<file path="config.mk">
export PLATFORM = sky130hd
export DESIGN_NAME = uart_lsr_track
export DESIGN_NICKNAME = d
export VERILOG_FILES = /design/src/rtl/uart_lsr_pkg.sv /design/src/rtl/lsr_fifo.sv /design/src/rtl/lsr_rx_status.sv /design/src/rtl/lsr_tx_status.sv /design/src/rtl/uart_lsr_track.sv
export SDC_FILE = /design/constraint.sdc
export NUM_CORES = 1
export LEC_CHECK = 0
export BUFFER_PORTS_ARGS = -buffer_cell sky130_fd_sc_hd__buf_2
export CAP_MARGIN = 0
export CORE_UTILIZATION = 43
export DETAILED_ROUTE_END_ITERATION = 16
export PLACE_DENSITY_LB_ADDON = 0.05
export RECOVER_POWER = 100
export SKIP_CTS_REPAIR_TIMING = 1
export SYNTH_ARGS = -nofsm -noshare
export SYNTH_HDL_FRONTEND = slang
export SYNTH_SLANG_ARGS = --single-unit
</file>
<file path="constraint.sdc">
create_clock -name clk_i -period 3.12 [get_ports clk_i]
set_input_delay 0.468 -clock clk_i [delete_from_list [all_inputs] [get_ports clk_i]]
set_output_delay 0.468 -clock clk_i [all_outputs]
set_load 0.02 [all_outputs]
</file>
<file path="src/rtl/uart_lsr_pkg.sv">
package uart_lsr_pkg;
  localparam int DATA_W = 8;

  typedef struct packed {
    logic [DATA_W-1:0] data;
    logic              perr;
    logic              ferr;
    logic              brk;
  } rx_entry_t;

  localparam int ENTRY_W = $bits(rx_entry_t);
endpackage

</file>
<file path="src/rtl/lsr_fifo.sv">
module lsr_fifo #(
  parameter int W     = 8,
  parameter int DEPTH = 16,
  localparam int AW   = (DEPTH > 1) ? $clog2(DEPTH) : 1,
  localparam int CW   = $clog2(DEPTH + 1)
) (
  input  logic          clk_i,
  input  logic          rst_ni,
  input  logic          flush_i,
  input  logic          single_i,
  input  logic          push_i,
  input  logic [W-1:0]  din_i,
  input  logic          pop_i,
  output logic [W-1:0]  dout_o,
  output logic          empty_o,
  output logic          full_o,
  output logic [CW-1:0] cnt_o
);
  localparam logic [CW-1:0] FULL_CNT = CW'(DEPTH);
  localparam logic [AW-1:0] LAST_PTR = AW'(DEPTH - 1);

  logic [W-1:0]  mem_q [DEPTH];
  logic [AW-1:0] wr_q, rd_q;
  logic [CW-1:0] cnt_q;
  logic          do_push, do_pop;

  assign empty_o = (cnt_q == '0);
  assign full_o  = single_i ? !empty_o : (cnt_q == FULL_CNT);
  assign do_push = push_i && !full_o && !flush_i;
  assign do_pop  = pop_i && !empty_o && !flush_i;
  assign dout_o  = mem_q[rd_q];
  assign cnt_o   = cnt_q;

  always_ff @(posedge clk_i) begin
    if (do_push) mem_q[wr_q] <= din_i;
  end

  always_ff @(posedge clk_i or negedge rst_ni) begin
    if (!rst_ni) begin
      wr_q  <= '0;
      rd_q  <= '0;
      cnt_q <= '0;
    end else if (flush_i) begin
      wr_q  <= '0;
      rd_q  <= '0;
      cnt_q <= '0;
    end else begin
      if (do_push) wr_q <= (wr_q == LAST_PTR) ? '0 : wr_q + 1'b1;
      if (do_pop)  rd_q <= (rd_q == LAST_PTR) ? '0 : rd_q + 1'b1;
      case ({do_push, do_pop})
        2'b10:   cnt_q <= cnt_q + 1'b1;
        2'b01:   cnt_q <= cnt_q - 1'b1;
        default: cnt_q <= cnt_q;
      endcase
    end
  end

  // occupancy never exceeds the mode capacity
  a_r3_no_overflow: assert property (@(posedge clk_i) disable iff (!rst_ni)
    cnt_q <= FULL_CNT);
  a_r3_single_slot: assert property (@(posedge clk_i) disable iff (!rst_ni)
    single_i |-> cnt_q <= CW'(1));
endmodule

</file>
<file path="src/rtl/lsr_rx_status.sv">
module lsr_rx_status
  import uart_lsr_pkg::*;
#(
  parameter int DEPTH = 16,
  localparam int CW   = $clog2(DEPTH + 1)
) (
  input  logic              clk_i,
  input  logic              rst_ni,
  input  logic              flush_i,
  input  logic              fifo_mode_i,
  input  logic              rx_valid_i,
  input  logic [DATA_W-1:0] rx_data_i,
  input  logic              rx_perr_i,
  input  logic              rx_ferr_i,
  input  logic              rx_brk_i,
  input  logic              rd_i,
  input  logic              lsr_rd_i,
  output logic [DATA_W-1:0] rd_data_o,
  output logic              dr_o,
  output logic              oe_o,
  output logic              pe_o,
  output logic              fe_o,
  output logic              bi_o,
  output logic              err_any_o
);
  rx_entry_t     din, head;
  logic          empty, full, accept, push, pop, ovr;
  logic          brk_hold_q, oe_q, mask_q;
  logic [CW-1:0] cnt, err_cnt_q;
  logic          din_err, head_err;

  // consecutive break frames collapse into one stored character
  assign accept = rx_valid_i && !(rx_brk_i && brk_hold_q);
  assign push   = accept && !full;
  assign ovr    = accept && full;
  assign pop    = rd_i && !empty;

  assign din.data = rx_brk_i ? '0 : rx_data_i;
  assign din.perr = rx_perr_i;
  assign din.ferr = rx_ferr_i;
  assign din.brk  = rx_brk_i;

  lsr_fifo #(.W(ENTRY_W), .DEPTH(DEPTH)) u_fifo (
    .clk_i   (clk_i),
    .rst_ni  (rst_ni),
    .flush_i (flush_i),
    .single_i(!fifo_mode_i),
    .push_i  (push),
    .din_i   (din),
    .pop_i   (rd_i),
    .dout_o  (head),
    .empty_o (empty),
    .full_o  (full),
    .cnt_o   (cnt)
  );

  assign din_err  = din.perr | din.ferr | din.brk;
  assign head_err = head.perr | head.ferr | head.brk;

  always_ff @(posedge clk_i or negedge rst_ni) begin
    if (!rst_ni) begin
      brk_hold_q <= 1'b0;
      oe_q       <= 1'b0;
      mask_q     <= 1'b0;
      err_cnt_q  <= '0;
    end else if (flush_i) begin
      brk_hold_q <= 1'b0;
      oe_q       <= 1'b0;
      mask_q     <= 1'b0;
      err_cnt_q  <= '0;
    end else begin
      if (rx_valid_i) brk_hold_q <= rx_brk_i;
      if (ovr) oe_q <= 1'b1;
      else if (lsr_rd_i) oe_q <= 1'b0;
      // head flags hidden after a status read, until the head changes
      if (pop || empty) mask_q <= 1'b0;
      else if (lsr_rd_i) mask_q <= 1'b1;
      case ({push && din_err, pop && head_err})
        2'b10:   err_cnt_q <= err_cnt_q + 1'b1;
        2'b01:   err_cnt_q <= err_cnt_q - 1'b1;
        default: err_cnt_q <= err_cnt_q;
      endcase
    end
  end

  assign rd_data_o = empty ? '0 : head.data;
  assign dr_o      = !empty;
  assign oe_o      = oe_q;
  assign pe_o      = !empty && !mask_q && head.perr;
  assign fe_o      = !empty && !mask_q && head.ferr;
  assign bi_o      = !empty && !mask_q && head.brk;
  assign err_any_o = fifo_mode_i && (err_cnt_q != '0);

  // overrun flagged and stored characters untouched
  a_r4_overrun_set: assert property (@(posedge clk_i) disable iff (!rst_ni)
    (ovr && !flush_i) |=> oe_o);
  a_r4_fifo_intact: assert property (@(posedge clk_i) disable iff (!rst_ni)
    (ovr && !rd_i && !flush_i) |=> $stable(cnt));
  // repeated break frame adds nothing
  a_r6_single_break: assert property (@(posedge clk_i) disable iff (!rst_ni)
    (rx_valid_i && rx_brk_i && brk_hold_q && !rd_i && !flush_i) |=> $stable(cnt));
  // flagged count bounded by occupancy
  a_r7_err_bounded: assert property (@(posedge clk_i) disable iff (!rst_ni)
    err_cnt_q <= cnt);
endmodule

</file>
<file path="src/rtl/lsr_tx_status.sv">
module lsr_tx_status
  import uart_lsr_pkg::*;
#(
  parameter int DEPTH = 16,
  localparam int CW   = $clog2(DEPTH + 1)
) (
  input  logic              clk_i,
  input  logic              rst_ni,
  input  logic              flush_i,
  input  logic              fifo_mode_i,
  input  logic              wr_i,
  input  logic [DATA_W-1:0] wr_data_i,
  input  logic              shift_done_i,
  output logic              load_o,
  output logic [DATA_W-1:0] load_data_o,
  output logic              thre_o,
  output logic              temt_o
);
  logic          empty, full, busy_q;
  logic [CW-1:0] cnt;

  assign load_o = !busy_q && !empty && !flush_i;

  lsr_fifo #(.W(DATA_W), .DEPTH(DEPTH)) u_fifo (
    .clk_i   (clk_i),
    .rst_ni  (rst_ni),
    .flush_i (flush_i),
    .single_i(!fifo_mode_i),
    .push_i  (wr_i),
    .din_i   (wr_data_i),
    .pop_i   (load_o),
    .dout_o  (load_data_o),
    .empty_o (empty),
    .full_o  (full),
    .cnt_o   (cnt)
  );

  always_ff @(posedge clk_i or negedge rst_ni) begin
    if (!rst_ni)           busy_q <= 1'b0;
    else if (flush_i)      busy_q <= 1'b0;
    else if (load_o)       busy_q <= 1'b1;
    else if (shift_done_i) busy_q <= 1'b0;
  end

  assign thre_o = empty;
  assign temt_o = empty && !busy_q;

  // accepted write clears holding-empty at the next edge
  a_r8_write_clears: assert property (@(posedge clk_i) disable iff (!rst_ni)
    (wr_i && !full && !flush_i) |=> !thre_o);
  a_r8_capacity: assert property (@(posedge clk_i) disable iff (!rst_ni)
    cnt <= (fifo_mode_i ? CW'(DEPTH) : CW'(1)));
  // a load occupies the shift stage
  a_r10_one_load: assert property (@(posedge clk_i) disable iff (!rst_ni)
    load_o |=> (!load_o && !temt_o));
endmodule

</file>
<file path="src/rtl/uart_lsr_track.sv">
module uart_lsr_track
  import uart_lsr_pkg::*;
#(
  parameter int RX_DEPTH = 16,
  parameter int TX_DEPTH = 16
) (
  input  logic              clk_i,
  input  logic              rst_ni,
  input  logic              fifo_en_i,
  input  logic              rx_valid_i,
  input  logic [DATA_W-1:0] rx_data_i,
  input  logic              rx_perr_i,
  input  logic              rx_ferr_i,
  input  logic              rx_brk_i,
  input  logic              rx_rd_i,
  output logic [DATA_W-1:0] rx_data_o,
  input  logic              lsr_rd_i,
  input  logic              tx_wr_i,
  input  logic [DATA_W-1:0] tx_data_i,
  input  logic              tx_shift_done_i,
  output logic              tx_load_o,
  output logic [DATA_W-1:0] tx_load_data_o,
  input  logic              thre_ie_i,
  output logic [7:0]        lsr_o,
  output logic              thre_irq_o
);
  logic fifo_en_q, flush;
  logic dr, oe, pe, fe, bi, err_any, thre, temt;

  always_ff @(posedge clk_i or negedge rst_ni) begin
    if (!rst_ni) fifo_en_q <= 1'b0;
    else         fifo_en_q <= fifo_en_i;
  end
  assign flush = (fifo_en_i != fifo_en_q);

  lsr_rx_status #(.DEPTH(RX_DEPTH)) u_rx (
    .clk_i      (clk_i),
    .rst_ni     (rst_ni),
    .flush_i    (flush),
    .fifo_mode_i(fifo_en_q),
    .rx_valid_i (rx_valid_i),
    .rx_data_i  (rx_data_i),
    .rx_perr_i  (rx_perr_i),
    .rx_ferr_i  (rx_ferr_i),
    .rx_brk_i   (rx_brk_i),
    .rd_i       (rx_rd_i),
    .lsr_rd_i   (lsr_rd_i),
    .rd_data_o  (rx_data_o),
    .dr_o       (dr),
    .oe_o       (oe),
    .pe_o       (pe),
    .fe_o       (fe),
    .bi_o       (bi),
    .err_any_o  (err_any)
  );

  lsr_tx_status #(.DEPTH(TX_DEPTH)) u_tx (
    .clk_i       (clk_i),
    .rst_ni      (rst_ni),
    .flush_i     (flush),
    .fifo_mode_i (fifo_en_q),
    .wr_i        (tx_wr_i),
    .wr_data_i   (tx_data_i),
    .shift_done_i(tx_shift_done_i),
    .load_o      (tx_load_o),
    .load_data_o (tx_load_data_o),
    .thre_o      (thre),
    .temt_o      (temt)
  );

  assign lsr_o      = {err_any, temt, thre, bi, fe, pe, oe, dr};
  assign thre_irq_o = thre_ie_i && thre;

  // error bits only accompany stored data
  a_r5_err_needs_data: assert property (@(posedge clk_i) disable iff (!rst_ni)
    !lsr_o[0] |-> (lsr_o[4:2] == 3'b000 && !lsr_o[7]));
  // transmitter empty implies holding empty
  a_r9_temt_thre: assert property (@(posedge clk_i) disable iff (!rst_ni)
    lsr_o[6] |-> lsr_o[5]);
  // mode change leaves both sides empty
  a_r12_flush: assert property (@(posedge clk_i) disable iff (!rst_ni)
    flush |=> (!lsr_o[0] && !lsr_o[1] && lsr_o[6]));
endmodule

</file>
==> flow_summary_export.csv <==
group,metric,value,unit
power,finalPower,13700,uW
timing,period_minus_slack,3.01,ns
timing,fmax,0.333,GHz
detailed_routing,avgRoutedWirePerCell,22.6,um
synthesis,synthDistinctLibCells,58,
final_layout,nFillCells,2759,
critical_path,critPathKind,"reg -> out",
final_layout,multi_input_area,4150,um^2
floorplanning,rows,66,
critical_path,critPathBufInv,4,
floorplanning,die_h,185,um
power,powerDensity,813,nW/um^2
synthesis,yosys_most_used_dff,"edfxtp_1",
detailed_routing,routed_via_density,5.53,
critical_path,reg2reg_depth,14,
power,swShare,29.3,%
min_path,hp-class,"in -> reg",
critical_path,crit_chain,"buf_12 > buf_12 > buf_12 > mux2i_1 > o221ai_1 > nand2_1 > a211oi_2 > buf_2",
power,p_int,9710,uW
power,p_seq_share,39.0,%
cts,clock_sink_count,340,
detailed_routing,dr.first_iter.drc_count,509,
final_layout,final_util,51.6,%
critical_path,cp.depth,8,
critical_path,cp.arrival,2.54,ns
critical_path,critPathSlowestCell,"dfrtp_4",
run_status,failed_checks,"max-capacitance violations, max-slew violations",
cts,root_buffer,"clkbuf_16",
critical_path,r2r-start,"u_rx.u_fifo.rd_q[0]",
cts,cts_tree,"yes",
floorplanning,pin_count,54,
global_route,grt_pass1_wl,49.6,mm
cts,clk_latency,0.51,ns
critical_path,cpMostUsedCell,"buf_12",
synthesis,async_reset_ff_share,10.6,%
final_layout,drive_gt1_share,24.4,%
timing,final.setup_skew,0.0112,ns
timing,finalHoldViolCount,0,
cts,clk_path_buf_depth,3,
global_route,antenna_found_initial,0,
critical_path,cp_slowest_stage_delay,0.49,ns
final_layout,diodes,0,
run_status,status,"finished, violations left",
critical_path,cpLargestDelayFamily,"buffers and inverters",
detailed_routing,drc_errors,0,
synthesis,yosys_warnings,0,
global_route,grt_max_degree,41,
flow_run,maxCapViolations,1,
final_layout,design_area,16900,um^2
floorplanning,core-area,32700,um^2
detailed_routing,drt-total-wl,33.0,mm
power,pwr-share-clk,32.6,%
floorplanning,die_x,185,um
cts,numCtsBuffers,37,
detailed_routing,first_pass_iters,5,
timing,finalSetupViolCount,0,
place,gp_congestion,0.806,
power,switching_power,4020,uW
power,combPwrFrac,28.4,%
synthesis,syn_area,14300,um^2
final_layout,seq_area,10000,um^2
timing,rsz0062_at_grt,"yes",
critical_path,r2r-end,"u_rx.err_cnt_q[3]",
critical_path,cp-start-kind,"register",
synthesis,synth_edf_count,304,
timing,worst-slew-pin-transition,1.99,ns
global_route,track_usage,19.9,%
place,placed_area,15400,um^2
synthesis,seq_area_frac_synth,70.0,%
final_layout,syn_to_final_growth,17.8,%
synthesis,syn_area_per_cell,16.4,um^2
power,p_leak,0.00573,uW
global_route,grt.overflow.total,0,
critical_path,critPathCaptureType,"primary output",
timing,maxSlewViolCount,37,
detailed_routing,vias,8045,
synthesis,syn_inst,874,
timing,hold_ws,0.146,ns
global_route,grt_pass1_vias,8196,
cts,clk_pin_slew,0.06,ns
cts,h-tree-depth,2,
critical_path,regToRegSetupSlack,0.12,ns
critical_path,required,2.65,ns
timing,finalCritPeriodShare,96.4,%
place,port_buffers,53,
floorplanning,dieArea,34100,um^2
detailed_routing,ant_nets,0,
timing,timing.slew.headroom,-33.0,%
floorplanning,start_util,43.8,%
place,dp_hpwl,21.1,mm
synthesis,syn_nets,922,
critical_path,crit_fanout,40,
critical_path,worstSetupEndpoint,"rx_data_o[7]",
synthesis,synth_seq_cells,340,
power,ir_drop,0.574,mV
final_layout,num-nets-final,1033,
critical_path,startpoint,"u_rx.u_fifo.rd_q[0]",
power by group through the flow:
stage,combinational [uW],clock [uW],sequential (uW)
floorplan,2720,0,5370
global placement,3570,0,5470
detailed placement,3660,0,5490
CTS,3670,4570,5400
global route,4220,4740,5380
finish,3900,4470,5360
state kept, by name, summed over array words and instances (netlist names):
signal,cells
u_rx.u_fifo.mem_q,176
u_tx.u_fifo.mem_q,128
u_rx.err_cnt_q,5
u_rx.u_fifo.cnt_o,5
u_tx.u_fifo.cnt_o,5
u_rx.u_fifo.rd_q,4
u_rx.u_fifo.wr_q,4
u_tx.u_fifo.rd_q,4
u_tx.u_fifo.wr_q,4
fifo_en_q,1
u_rx.brk_hold_q,1
u_rx.mask_q,1
u_rx.oe_o,1
u_tx.busy_q,1
layer usage:
layer  share of wire, %  GRT usage (%)
met1                 46           28.3
met5                  0              0
met4                1.3           4.33
met2                 49           32.1
met3                4.1           3.26
stage by stage:
step / setup WS [ns] / TNS, ns / instances
2_1_floorplan: 0.152 / 0 / 874
4_1_cts: -0.486 / -2.99 / 1444
5_1_grt: -0.0154 / -0.0390 / 1455
3_5_place_dp: -0.0429 / -0.0620 / 1377
3_3_place_gp: -0.0154 / -0.0154 / 1377
6_report: 0.113 / 0 / 1455
synth_stat cells (all sizes together), types with 6 or more instances:
cell / n / share of area [%]
a22oi: 12 / 0.63
dfrtp: 36 / 6.3
a21oi: 29 / 1.0
o221ai: 16 / 0.98
xor2: 6 / 0.37
buf: 23 / 1.1
ha: 18 / 1.6
nor3: 13 / 0.53
a211oi: 11 / 0.58
xnor2: 14 / 1.0
inv: 16 / 0.42
mux2i: 67 / 4.7
mux4: 44 / 6.9
clkbuf: 28 / 0.73
and2: 20 / 0.87
nor2: 47 / 1.2
o21ai: 28 / 1.1
a221oi: 8 / 0.49
nor2b: 14 / 0.61
nand2: 55 / 1.4
nand3: 7 / 0.28
mux2: 7 / 0.55
o22ai: 9 / 0.39
edfxtp: 304 / 64
how the worst min path moves through the flow:
stage                          end  cells after the start            start  slack [ns]
2_1_floorplan            fifo_en_q                      0           rst_ni        0.17
3_3_place_gp           u_tx.busy_q                      1      u_tx.busy_q        0.50
3_5_place_dp           u_tx.busy_q                      1      u_tx.busy_q        0.49
4_1_cts        u_tx.u_fifo.rd_q[2]                      1           rst_ni        0.08
5_1_grt                u_tx.busy_q                      2  tx_shift_done_i        0.13
6_report               u_tx.busy_q                      2  tx_shift_done_i        0.15
area by class of cell:
cell class,instances,area share [%]
clock buffer,44,5.89
tap,442,3.28
timing repair buffer,123,4.95
inverter,16,0.356
multi-input combinational,467,24.5
sequential,340,59.5
clock inverter,23,1.53
cells in the final DEF, fill, tap and decap left out, drive strengths merged, types with 2 or more instances in the layout:
cell    instances
o21bai          2
a22oi          12
bufinv          6
buf           103
edfxtp        304
a21o            3
xor2            6
or3             4
ha             18
clkbuf         64
xnor2          14
mux2            7
nand2b          4
dfrtp          36
inv            17
mux2i          67
clkinv         15
a221oi          8
o221ai         16
o41ai           2
nand2          55
or4             3
mux4           44
a21oi          29
o22ai           9
o21ai          28
nor2b          14
nor3           13
a211oi         11
nand3           7
a311oi          4
and3            4
fa              2
nor4            4
and2           20
nor2           47
logic make-up (layout without fill, tap and decap cells):
group | count (synthesis) | in the layout | synth area share, %
AOI/OAI and AO/OA | 129 | 129 | 6.16
xor gates and xnor gates | 20 | 20 | 1.41
adders and majority gates | 20 | 20 | 1.85
buffers and inverters | 67 | 206 | 2.26
DFF | 340 | 340 | 70.0
muxes | 118 | 118 | 12.1
and+or+nand+nor | 180 | 180 | 6.21
(Power assumes the default switching activity.)
